==> config.mk <==
export PLATFORM = sky130hd
export DESIGN_NAME = aser_core
export DESIGN_NICKNAME = d
export VERILOG_FILES = /design/src/rtl/aser_pkg.sv /design/src/rtl/aser_baud.sv /design/src/rtl/aser_tx.sv /design/src/rtl/aser_rx.sv /design/src/rtl/aser_core.sv
export SDC_FILE = /design/constraint.sdc
export NUM_CORES = 1
export LEC_CHECK = 0
export ABC_AREA = 1
export BUFFER_PORTS_ARGS = -buffer_cell sky130_fd_sc_hd__clkbuf_2
export CORE_UTILIZATION = 25
export CTS_CLUSTER_DIAMETER = 200
export CTS_CLUSTER_SIZE = 28
export DETAILED_ROUTE_END_ITERATION = 10
export GPL_TIMING_DRIVEN = 0
export RECOVER_POWER = 100
export SLEW_MARGIN = 15
export SYNTH_ARGS = -nofsm -noshare
export SYNTH_HDL_FRONTEND = slang
export SYNTH_HIERARCHICAL = 1
export SYNTH_SLANG_ARGS = --single-unit
==> constraint.sdc <==
create_clock -name clk -period 3.1 [get_ports clk]
set_input_delay 0.62 -clock clk [delete_from_list [all_inputs] [get_ports clk]]
set_output_delay 0.62 -clock clk [all_outputs]
set_load 0.05 [all_outputs]
==> src/rtl/aser_pkg.sv <==
package aser_pkg;
   // register addresses of the byte bus
   localparam logic [2:0] ADR_DIV_LO = 3'd0;
   localparam logic [2:0] ADR_DIV_HI = 3'd1;
   localparam logic [2:0] ADR_CTL    = 3'd2;
   localparam logic [2:0] ADR_IEN    = 3'd3;
   localparam logic [2:0] ADR_STAT   = 3'd4;
   localparam logic [2:0] ADR_DATA   = 3'd5;
   // ticks per serial bit
   localparam int unsigned OVS = 16;

   function automatic logic maj3(input logic a, input logic b, input logic c);
      return (a & b) | (a & c) | (b & c);
   endfunction
endpackage

==> src/rtl/aser_baud.sv <==
module aser_baud #(
   parameter int unsigned DIV_W = 13
) (
   input  logic             clk,
   input  logic             rst_n,
   input  logic [DIV_W-1:0] div,
   output logic             tick
);
   logic [DIV_W-1:0] cnt;
   logic             wrap;

   assign wrap = (div != '0) && (cnt >= div - DIV_W'(1));
   assign tick = wrap;

   always_ff @(posedge clk or negedge rst_n) begin
      if (!rst_n)           cnt <= '0;
      else if (div == '0)   cnt <= '0;
      else if (wrap)        cnt <= '0;
      else                  cnt <= cnt + DIV_W'(1);
   end

   // with a divisor above one, two ticks are never adjacent
   assert_tick_spacing_R2: assert property (@(posedge clk) disable iff (!rst_n)
      (tick && div > DIV_W'(1)) |=> (!tick || div != $past(div)));
endmodule

==> src/rtl/aser_tx.sv <==
module aser_tx #(
   parameter int unsigned DATA_W     = 8,
   parameter bit          HAS_PARITY = 1'b1
) (
   input  logic              clk,
   input  logic              rst_n,
   input  logic              tick,
   input  logic              en,
   input  logic              par_en,
   input  logic              par_odd,
   input  logic              wr,
   input  logic [DATA_W-1:0] wdata,
   output logic              txd,
   output logic              tdre,
   output logic              tc
);
   import aser_pkg::*;
   localparam int unsigned FW = DATA_W + 3;
   localparam int unsigned BW = $clog2(FW + 1);

   logic [DATA_W-1:0] buf_q;
   logic              buf_full, busy, load, use_par, par_bit;
   logic [FW-1:0]     sh, frame;
   logic [3:0]        sub;
   logic [BW-1:0]     bit_n, last_n;

   generate
      if (HAS_PARITY) begin : g_par
         assign use_par = par_en;
         assign par_bit = (^buf_q) ^ par_odd;
      end else begin : g_nopar
         assign use_par = 1'b0;
         assign par_bit = 1'b0;
      end
   endgenerate

   assign frame = use_par ? {1'b1, par_bit, buf_q, 1'b0} : {2'b11, buf_q, 1'b0};
   assign load  = tick && !busy && buf_full && en;
   assign txd   = busy ? sh[0] : 1'b1;
   assign tdre  = !buf_full;
   assign tc    = !buf_full && !busy;

   always_ff @(posedge clk or negedge rst_n) begin
      if (!rst_n) begin
         buf_q    <= '0;
         buf_full <= 1'b0;
         busy     <= 1'b0;
         sh       <= '1;
         sub      <= '0;
         bit_n    <= '0;
         last_n   <= '0;
      end else begin
         if (wr) begin
            buf_q    <= wdata;
            buf_full <= 1'b1;
         end else if (load) begin
            buf_full <= 1'b0;
         end
         if (load) begin
            sh     <= frame;
            busy   <= 1'b1;
            sub    <= '0;
            bit_n  <= '0;
            last_n <= use_par ? BW'(FW - 1) : BW'(FW - 2);
         end else if (busy && tick) begin
            sub <= sub + 4'd1;
            if (sub == 4'(OVS - 1)) begin
               if (bit_n == last_n) busy <= 1'b0;
               else begin
                  bit_n <= bit_n + BW'(1);
                  sh    <= {1'b1, sh[FW-1:1]};
               end
            end
         end
      end
   end

   // moving a byte into the shifter frees the holding register
   assert_load_frees_buffer_R4: assert property (@(posedge clk) disable iff (!rst_n)
      (load && !wr) |=> tdre);
   // every frame ends on a high stop bit
   assert_stop_bit_last_R3: assert property (@(posedge clk) disable iff (!rst_n)
      $fell(busy) |-> $past(txd));
endmodule

==> src/rtl/aser_rx.sv <==
module aser_rx #(
   parameter int unsigned DATA_W     = 8,
   parameter bit          HAS_PARITY = 1'b1
) (
   input  logic              clk,
   input  logic              rst_n,
   input  logic              tick,
   input  logic              en,
   input  logic              par_en,
   input  logic              par_odd,
   input  logic              wake_addr,
   input  logic              sleep_set,
   input  logic              rd,
   input  logic              rxd,
   output logic [DATA_W-1:0] data,
   output logic              rdrf,
   output logic              noise,
   output logic              perr,
   output logic              ferr,
   output logic              ovr,
   output logic              asleep
);
   import aser_pkg::*;
   localparam int unsigned FB_MAX = DATA_W + 3;
   localparam int unsigned BW     = $clog2(FB_MAX + 1);
   localparam int unsigned IW     = $clog2(OVS * FB_MAX + 1);

   logic [1:0]        sy;
   logic              rx_s, busy, s7, s8, par_s, nacc, use_par;
   logic              maj, dis, at_smp, fin, accept, fr_perr;
   logic [3:0]        sub;
   logic [BW-1:0]     bit_n, stop_n;
   logic [DATA_W-1:0] dat;
   logic [IW-1:0]     idle_cnt, idle_lim;

   generate
      if (HAS_PARITY) begin : g_par
         assign use_par = par_en;
      end else begin : g_nopar
         assign use_par = 1'b0;
      end
   endgenerate

   assign rx_s     = sy[1];
   assign stop_n   = use_par ? BW'(DATA_W + 2) : BW'(DATA_W + 1);
   assign idle_lim = use_par ? IW'(OVS * (DATA_W + 3)) : IW'(OVS * (DATA_W + 2));
   assign maj      = maj3(s7, s8, rx_s);
   assign dis      = !((s7 == s8) && (s8 == rx_s));
   assign at_smp   = tick && busy && en && (sub == 4'd9);
   assign fin      = at_smp && (bit_n == stop_n);
   assign fr_perr  = use_par && (((^dat) ^ par_s) != par_odd);
   assign accept   = fin && (!asleep || (wake_addr && dat[DATA_W-1]));

   always_ff @(posedge clk or negedge rst_n) begin
      if (!rst_n) sy <= 2'b11;
      else        sy <= {sy[0], rxd};
   end

   // frame sampling
   always_ff @(posedge clk or negedge rst_n) begin
      if (!rst_n) begin
         busy  <= 1'b0;
         sub   <= '0;
         bit_n <= '0;
         dat   <= '0;
         s7    <= 1'b1;
         s8    <= 1'b1;
         par_s <= 1'b0;
         nacc  <= 1'b0;
      end else if (!en) begin
         busy <= 1'b0;
      end else if (tick) begin
         if (!busy) begin
            if (!rx_s) begin
               busy  <= 1'b1;
               sub   <= '0;
               bit_n <= '0;
               nacc  <= 1'b0;
            end
         end else begin
            sub <= sub + 4'd1;
            if (sub == 4'd7) s7 <= rx_s;
            if (sub == 4'd8) s8 <= rx_s;
            if (sub == 4'(OVS - 1)) bit_n <= bit_n + BW'(1);
            if (sub == 4'd9) begin
               if (bit_n == '0) begin
                  if (maj) busy <= 1'b0;
                  nacc <= dis;
               end else if (bit_n <= BW'(DATA_W)) begin
                  dat  <= {maj, dat[DATA_W-1:1]};
                  nacc <= nacc | dis;
               end else if (bit_n != stop_n) begin
                  par_s <= maj;
                  nacc  <= nacc | dis;
               end else begin
                  busy <= 1'b0;
               end
            end
         end
      end
   end

   // receive register, flags and sleep state
   always_ff @(posedge clk or negedge rst_n) begin
      if (!rst_n) begin
         data     <= '0;
         rdrf     <= 1'b0;
         noise    <= 1'b0;
         perr     <= 1'b0;
         ferr     <= 1'b0;
         ovr      <= 1'b0;
         asleep   <= 1'b0;
         idle_cnt <= '0;
      end else begin
         if (rd) begin
            rdrf  <= 1'b0;
            ovr   <= 1'b0;
            noise <= 1'b0;
            perr  <= 1'b0;
            ferr  <= 1'b0;
         end
         if (accept) begin
            if (rdrf && !rd) ovr <= 1'b1;
            else begin
               data  <= dat;
               rdrf  <= 1'b1;
               noise <= nacc | dis;
               perr  <= fr_perr;
               ferr  <= !maj;
            end
         end
         if (sleep_set) asleep <= 1'b1;
         else if (asleep && fin && wake_addr && dat[DATA_W-1]) asleep <= 1'b0;
         else if (asleep && !wake_addr && idle_cnt >= idle_lim) asleep <= 1'b0;
         if (!asleep || wake_addr || busy || !rx_s || !en) idle_cnt <= '0;
         else if (tick && idle_cnt < idle_lim) idle_cnt <= idle_cnt + IW'(1);
      end
   end

   // an overrunning frame leaves the held data untouched
   assert_overrun_keeps_data_R9: assert property (@(posedge clk) disable iff (!rst_n)
      (accept && rdrf && !rd) |=> ($stable(data) && ovr));
   // in idle-wake mode nothing arrives while asleep
   assert_asleep_drops_R11: assert property (@(posedge clk) disable iff (!rst_n)
      $rose(rdrf) |-> (!$past(asleep) || $past(wake_addr)));
   // a disabled receiver is never mid-frame
   assert_disabled_idle_R10: assert property (@(posedge clk) disable iff (!rst_n)
      !en |=> !busy);
   // the noise flag only rises together with held data
   assert_noise_with_data_R7: assert property (@(posedge clk) disable iff (!rst_n)
      $rose(noise) |-> rdrf);
endmodule

==> src/rtl/aser_core.sv <==
module aser_core #(
   parameter int unsigned DATA_W     = 8,
   parameter int unsigned DIV_W      = 13,
   parameter bit          HAS_PARITY = 1'b1
) (
   input  logic       clk,
   input  logic       rst_n,
   input  logic       bus_wr,
   input  logic       bus_rd,
   input  logic [2:0] bus_addr,
   input  logic [7:0] bus_wdata,
   output logic [7:0] bus_rdata,
   input  logic       rxd,
   output logic       txd,
   output logic       irq
);
   import aser_pkg::*;

   generate
      if (DATA_W < 5 || DATA_W > 8) begin : g_bad_data
         $error("aser_core: DATA_W must lie in 5..8");
      end
      if (DIV_W < 9 || DIV_W > 16) begin : g_bad_div
         $error("aser_core: DIV_W must lie in 9..16");
      end
   endgenerate

   logic [DIV_W-1:0]  div_q;
   logic              tx_en, rx_en, par_en, par_odd, wake_addr, ie_tdre, ie_tc, ie_rx;
   logic              tick, tdre, tc, rdrf, noise, perr, ferr, ovr, asleep;
   logic              tx_wr, rx_rd, sleep_set;
   logic [DATA_W-1:0] rx_data;

   assign tx_wr     = bus_wr && bus_addr == ADR_DATA;
   assign rx_rd     = bus_rd && bus_addr == ADR_DATA;
   assign sleep_set = bus_wr && bus_addr == ADR_CTL && bus_wdata[4];

   always_ff @(posedge clk or negedge rst_n) begin
      if (!rst_n) begin
         div_q     <= '0;
         tx_en     <= 1'b0;
         rx_en     <= 1'b0;
         par_en    <= 1'b0;
         par_odd   <= 1'b0;
         wake_addr <= 1'b0;
         ie_tdre   <= 1'b0;
         ie_tc     <= 1'b0;
         ie_rx     <= 1'b0;
      end else if (bus_wr) begin
         case (bus_addr)
            ADR_DIV_LO: div_q[7:0] <= bus_wdata;
            ADR_DIV_HI: div_q[DIV_W-1:8] <= bus_wdata[DIV_W-9:0];
            ADR_CTL: begin
               tx_en     <= bus_wdata[0];
               rx_en     <= bus_wdata[1];
               par_en    <= bus_wdata[2];
               par_odd   <= bus_wdata[3];
               wake_addr <= bus_wdata[5];
               ie_tdre   <= bus_wdata[6];
               ie_tc     <= bus_wdata[7];
            end
            ADR_IEN: ie_rx <= bus_wdata[0];
            default: ;
         endcase
      end
   end

   always_comb begin
      case (bus_addr)
         ADR_DIV_LO: bus_rdata = div_q[7:0];
         ADR_DIV_HI: bus_rdata = 8'(div_q >> 8);
         ADR_CTL:    bus_rdata = {ie_tc, ie_tdre, wake_addr, asleep, par_odd, par_en, rx_en, tx_en};
         ADR_IEN:    bus_rdata = {7'd0, ie_rx};
         ADR_STAT:   bus_rdata = {asleep, ovr, ferr, perr, noise, rdrf, tc, tdre};
         ADR_DATA:   bus_rdata = 8'(rx_data);
         default:    bus_rdata = 8'd0;
      endcase
   end

   assign irq = (tdre & ie_tdre) | (tc & ie_tc) | (rdrf & ie_rx);

   aser_baud #(.DIV_W(DIV_W)) u_baud (
      .clk(clk), .rst_n(rst_n), .div(div_q), .tick(tick));

   aser_tx #(.DATA_W(DATA_W), .HAS_PARITY(HAS_PARITY)) u_tx (
      .clk(clk), .rst_n(rst_n), .tick(tick), .en(tx_en), .par_en(par_en),
      .par_odd(par_odd), .wr(tx_wr), .wdata(bus_wdata[DATA_W-1:0]),
      .txd(txd), .tdre(tdre), .tc(tc));

   aser_rx #(.DATA_W(DATA_W), .HAS_PARITY(HAS_PARITY)) u_rx (
      .clk(clk), .rst_n(rst_n), .tick(tick), .en(rx_en), .par_en(par_en),
      .par_odd(par_odd), .wake_addr(wake_addr), .sleep_set(sleep_set),
      .rd(rx_rd), .rxd(rxd), .data(rx_data), .rdrf(rdrf), .noise(noise),
      .perr(perr), .ferr(ferr), .ovr(ovr), .asleep(asleep));
endmodule

# After elaboration in Yosys (flattened, before gate mapping)
# Index checks and enable logic that the tools add are counted.
# word_totals
wordCells	211
regBits	112
output_inout_bits	10
inputBits	16
# op_classes
eq_ne	22
order_cmp	4
n_addsub	7
bitwise_logic	16
reduce_logical	65
muxes	62
# op_table
cell	count
$pmux W8 S6	1
$mux W11	4
$mux W1	40
$mux W4	10
$mux W13	2
$logic_and A1 B1 Y1	25
$add A4 B1 Y4 const B	4
$eq A4 B4 Y1 const B	4
$mux W8	2
$reduce_xor A8 Y1	2
$add A13 B1 Y13 const B	1
$ge A13 B13 Y1	1
$logic_not A13 Y1	1
$reduce_bool A13 Y1	1
$sub A13 B1 Y13 const B	1
$reduce_and A4 Y1	3
$mux W10	1
$reduce_and A2 Y1	5
$reduce_bool A2 Y1	5
$logic_not A1 Y1	9
$reduce_and A3 Y1	3
$add A8 B1 Y8 const B	1
$eq A4 B4 Y1	2
$ge A8 B8 Y1	1
25 further kinds	47

# Logic depth before layout (Yosys ltp)
# logic_depth
depth_word	12
depth_mapped	23

# Hierarchy
# Netlist, hierarchy kept.
# by_module_without_submodules
mod	cells_each	instances	seq_area_each_um2	area_per_inst_um2
aser_rx	294	1	1131.1	2454.9
aser_tx	207	1	788.3	1609.0
aser_core	175	1	525.5	1301.2
aser_baud	167	1	325.3	1262.5

# Worst setup path after synthesis
# No wires, ideal clock.
# synth_timing
kind	flip-flop to flip-flop
from	register div_q[0]
to	register u_rx.noise
stages_incl_launch_ff	22
setup_slack_ns	-0.093
t_required_ns	2.976
arrival_time_ns	3.068
cell_sequence	dfrtp_1 > inv_1 > ha_1 > nand2_2 > nor2_4 > nand2_1 > xor2_1 > ha_1 > nand2_1 > inv_1 > nand3_1 > a21oi_1 > nor2_1 > a21boi_0 > nand2_1 > nor2_4 > nand2_4 > nor2_4 > nand3_2 > buf_6 > nand3_1 > o21ai_2
# synth_via
elab_chain_cells	9
elab_cells_between_ends	10
# synth_lines
item	line_no	text
from (decl)	aser_core.sv:28	logic [DIV_W-1:0] div_q;
from (signal assigned)	aser_core.sv:51	ADR_DIV_LO: div_q[7:0] <= bus_wdata;
from (signal, indexed assignment)	aser_core.sv:52	ADR_DIV_HI: div_q[DIV_W-1:8] <= bus_wdata[DIV_W-9:0];
$sub A13 B1 Y13	aser_baud.sv:12	assign wrap = (div != '0) && (cnt >= div - DIV_W'(1));
$ge A13 B13 Y1	aser_baud.sv:12	
$logic_and A1 B1 Y1 *	aser_baud.sv:12	
net tick	aser_core.sv:30	logic tick, tdre, tc, rdrf, noise, perr, ferr, ovr, asleep;
$logic_and A1 B1 Y1 * (3 in series)	aser_rx.sv:49	assign at_smp = tick && busy && en && (sub == 4'd9);
$logic_and A1 B1 Y1 *	aser_rx.sv:50	assign fin = at_smp && (bit_n == stop_n);
$logic_and A1 B1 Y1 *	aser_rx.sv:52	assign accept = fin && (!asleep || (wake_addr && dat[DATA_W-1]));
$mux W1 *	aser_rx.sv:122	if (accept) begin
to (signal assigned)	aser_rx.sv:127	noise <= nacc | dis;
to (decl)	aser_rx.sv:17	output logic noise,
# The timed path passes the listed nets; every way through them passes the cells marked *.
# A chain may end at the register's enable or synchronous reset.

# Worst setup path after layout
# layout_timing
from	register div_q[0]
to	register u_rx.data[0]
# layout_via
elab_chain_cells	9
elab_cells_between_ends	10
# layout_lines
item	line_no	text
$sub A13 B1 Y13	aser_baud.sv:12	
$ge A13 B13 Y1	aser_baud.sv:12	
$logic_and A1 B1 Y1 *	aser_baud.sv:12	
net tick	aser_core.sv:30	
$logic_and A1 B1 Y1 * (3 in series)	aser_rx.sv:49	
$logic_and A1 B1 Y1 *	aser_rx.sv:50	
$logic_and A1 B1 Y1 *	aser_rx.sv:52	
$reduce_and A2 Y1 (no line) *	-	
to (signal assigned)	aser_rx.sv:125	data <= dat;
to (decl)	aser_rx.sv:15	output logic [DATA_W-1:0] data,
# Marks and branches as above.

==> impl_metrics.tcl <==
set metrics [dict create \
    outcome "complete, but fails checks" \
    violations "negative setup slack" \
    p_per_area_nw_per_um2 537 \
    antenna_cells 0 \
    syn_inst 843 \
    nNetsFinal 942 \
    cts_max_level 3 \
    worstReg2RegStart "div_q[0]" \
    syn_nets 886 \
    final_common_cell "nand2_1" \
    stdcell_area_um2 7710 \
    hold_viol 0 \
    rsz0062_at_grt "true" \
    hold_end "u_rx/sy[0]" \
    hold_path_class "in -> reg" \
    final_layout_size_suffix_gt1_frac 0.178 \
    cts_tree "built" \
    clkTransAtPathRegs_ns 0.08 \
    dp_slack_ns -0.720 \
    vias 5601 \
    gr-total-overflow 0 \
    fmax_mhz 322 \
    postRouteAntennaNets 0 \
    final_cell_mix "nand2_1, inv_1, dfrtp_1" \
    io_pins 26 \
    finalSetupViolations 2 \
    ys_top_cells_by_area "dfrtp_1, nand2_1, inv_1" \
    wl_per_cell_um 13.0 \
    area_growth_pct 16.3 \
    place_hpwl_um 11700 \
    whs_path_depth 1 \
    cts_hold_buf 0 \
    core-area_um2 26100 \
    netlist_area_um2 6630 \
    synthFlopType "dfrtp_1" \
    dpl_cell_area_um2 7200 \
    gp_congestion 0.804 \
    initial_core_util 0.254 \
    drtIter0Drc 289 \
    fin_util 0.296 \
    arrival_ns 3.36 \
    fin_ws_ns -0.00372 \
    numPortBuffers 23 \
    fp.dieArea_um2 27200 \
    fin_crit_sh 1.00 \
    finalWirelength_um 16100 \
    cpPeakStageDelay_ns 0.40 \
    tightest_slew_ns 1.28 \
    std_cell_rows 59 \
    ir_drop_mv 0.255 \
    path_class "reg -> reg" \
    crit_slowest_cell "dfrtp_1" \
    drv_cap 0 \
    yosysWarningCount 6 \
    async_flop_share 1.00 \
    firstDrtPassIters 5 \
    n_fill_cell 2763 \
    finClkSkew_ns 0.0162 \
    cts.sinks 110 \
    die_h_um 165 \
    crit_fanout 6 \
    cts_buffers 9 \
    cts_buffer_depth 2 \
    grt_pass1_vias 5264 \
    tns_ns -0.00718 \
    multiInputGateArea_um2 3310 \
    grt_max_degree 92 \
    synth_area_leader_cell "dfrtp_1" \
    layout.area.seq_um2 2780 \
    grt_antenna_before_repair 0 \
    crit_required_ns 3.35 \
    cts-root-buf "clkbuf_16" \
    hp-start "rxd" \
    slew_headroom 0.147 \
    r2r_end "u_rx/data[0]" \
    synth_edf_count 0 \
    die-width_um 165 \
    crit_path_end_kind "flop" \
    route.detailed.drc 0 \
    r2r_cells 22 \
    clock_latency_ns 0.36 \
    crit_chain "inv_2, ha_4, nand2_4, nor2_4, nand2_1, xor2_1, ha_1, nand2_1, inv_1, nand3_2, a21oi_2, nor2_2, a21boi_4, buf_12, nand2_2, nor2_4, nand2_4, nor2_4, nand3_4, clkbuf_16, nand2_1, o21ai_2" \
    synth_seq_cells 110 \
    r2r_slack_ns -0.004 \
    synth_top_area_frac 0.362 \
    maxSlewViolCount 0 \
    period_needed_ns 3.10 \
    ys_seq_area_frac 0.418 \
    track_usage 0.124 \
    synth.avg_cell_area_um2 7.86 \
    cp-start-kind "flop" \
    grt_pass1_wl_um 26200 \
    synth_cell_type_count 45 \
    p_leak_uw 0.00366 \
    vias_per_cell 4.52 \
]
## layout make-up
cell class	count	share of cell area
Tap cell	335	0.0544
Clock buffer	9	0.0292
Multi-Input combinational cell	601	0.429
Clock inverter	7	0.0104
Inverter	113	0.0563
Timing Repair Buffer	45	0.0396
Sequential cell	110	0.360
Buffer	19	0.0214
## metrics by stage
step,instances,total power [uW],hold slack (ns)
finish,1239,4140,0.335
global route,1239,4410,0.319
global placement,1201,2840,0.347
detailed placement,1202,2870,0.354
floorplan,843,2570,0.324
CTS,1225,4160,0.110
## worst max-delay path by stage
stage	startpoint	end	slack, ns	depth (start not counted)
final	div_q[0]	u_rx/data[0]	-0.004	22
after global routing	div_q[5]	u_rx/data[2]	-0.20	22
after CTS	div_q[8]	u_tx/sh[9]	-0.007	20
after detailed placement	div_q[0]	u_rx/noise	-0.72	21
after global placement	div_q[0]	u_rx/noise	-0.65	21
after floorplan	div_q[0]	u_rx/noise	0.06	21
## sequential cells by signal, summed over array words and instances, names as in the netlist, 3 cells and up
register and count:
div_q 13, u_baud/cnt 13, u_rx/bit_n 4, u_rx/dat 8, u_rx/data 8, u_rx/idle_cnt 8
u_rx/sub 4, u_tx/bit_n 4, u_tx/buf_q 8, u_tx/last_n 3, u_tx/sh 10, u_tx/sub 4
## kinds of logic (layout without fill, tap and decap cells)
logic type                 after synthesis  after routing  synth area share
DFF                                    110            110             0.418
buffers and inverters                  132            193            0.0887
adders and majority gates               27             27            0.0510
and+or+nand+nor                        431            431             0.310
xor gates and xnor gates                31             31            0.0410
AOI/OAI and AO/OA                      112            112            0.0918
## timing repair
item                       4_1_cts  5_1_grt
pin swaps                        9       14
setup endpoints to repair       66       61
gates cloned                     0        1
buffers inserted                 7       13
resized for setup               12       34
## routing by layer
layer,vias up,GRT usage,wire length (um)
li1,2833,-,-
met1,2671,0.166,7700
met2,85,0.200,7570
met3,12,0.0226,653
met4,0,0.0388,201
met5,-,0,0
## worst max-delay path, delay by kind of cell (launching register included)
family / cells / cell delay [ns]
flops: 1 / 0.40
fa+ha+maj: 2 / 0.46
simple gates: 12 / 1.14
xor+xnor: 1 / 0.15
compound gates: 3 / 0.35
buf+inv: 4 / 0.49
## power breakdown
part | internal [uW] | switching, uW
registers | 1600 | 196
logic | 428 | 705
clock network | 639 | 569
## cell usage after synthesis, types with 2 or more instances
cell and n:
dfstp_2 14, nor2_2 12, o21ai_1 25, nand2_1 224, nand3_1 72, dfrtp_1 96
xnor2_1 9, a21oi_1 20, nand3_2 5, nor2_1 51, nand2_4 4, nor3b_1 2
nor2_4 8, buf_2 6, nand2_2 5, o21ai_2 9, buf_6 7, nor3_1 12
buf_4 2, xor2_1 22, a22oi_1 2, ha_1 27, inv_1 105, nand4_1 26
o21ai_0 52, inv_2 5, clkbuf_1 3
Power figures use the tool's default switching activity.
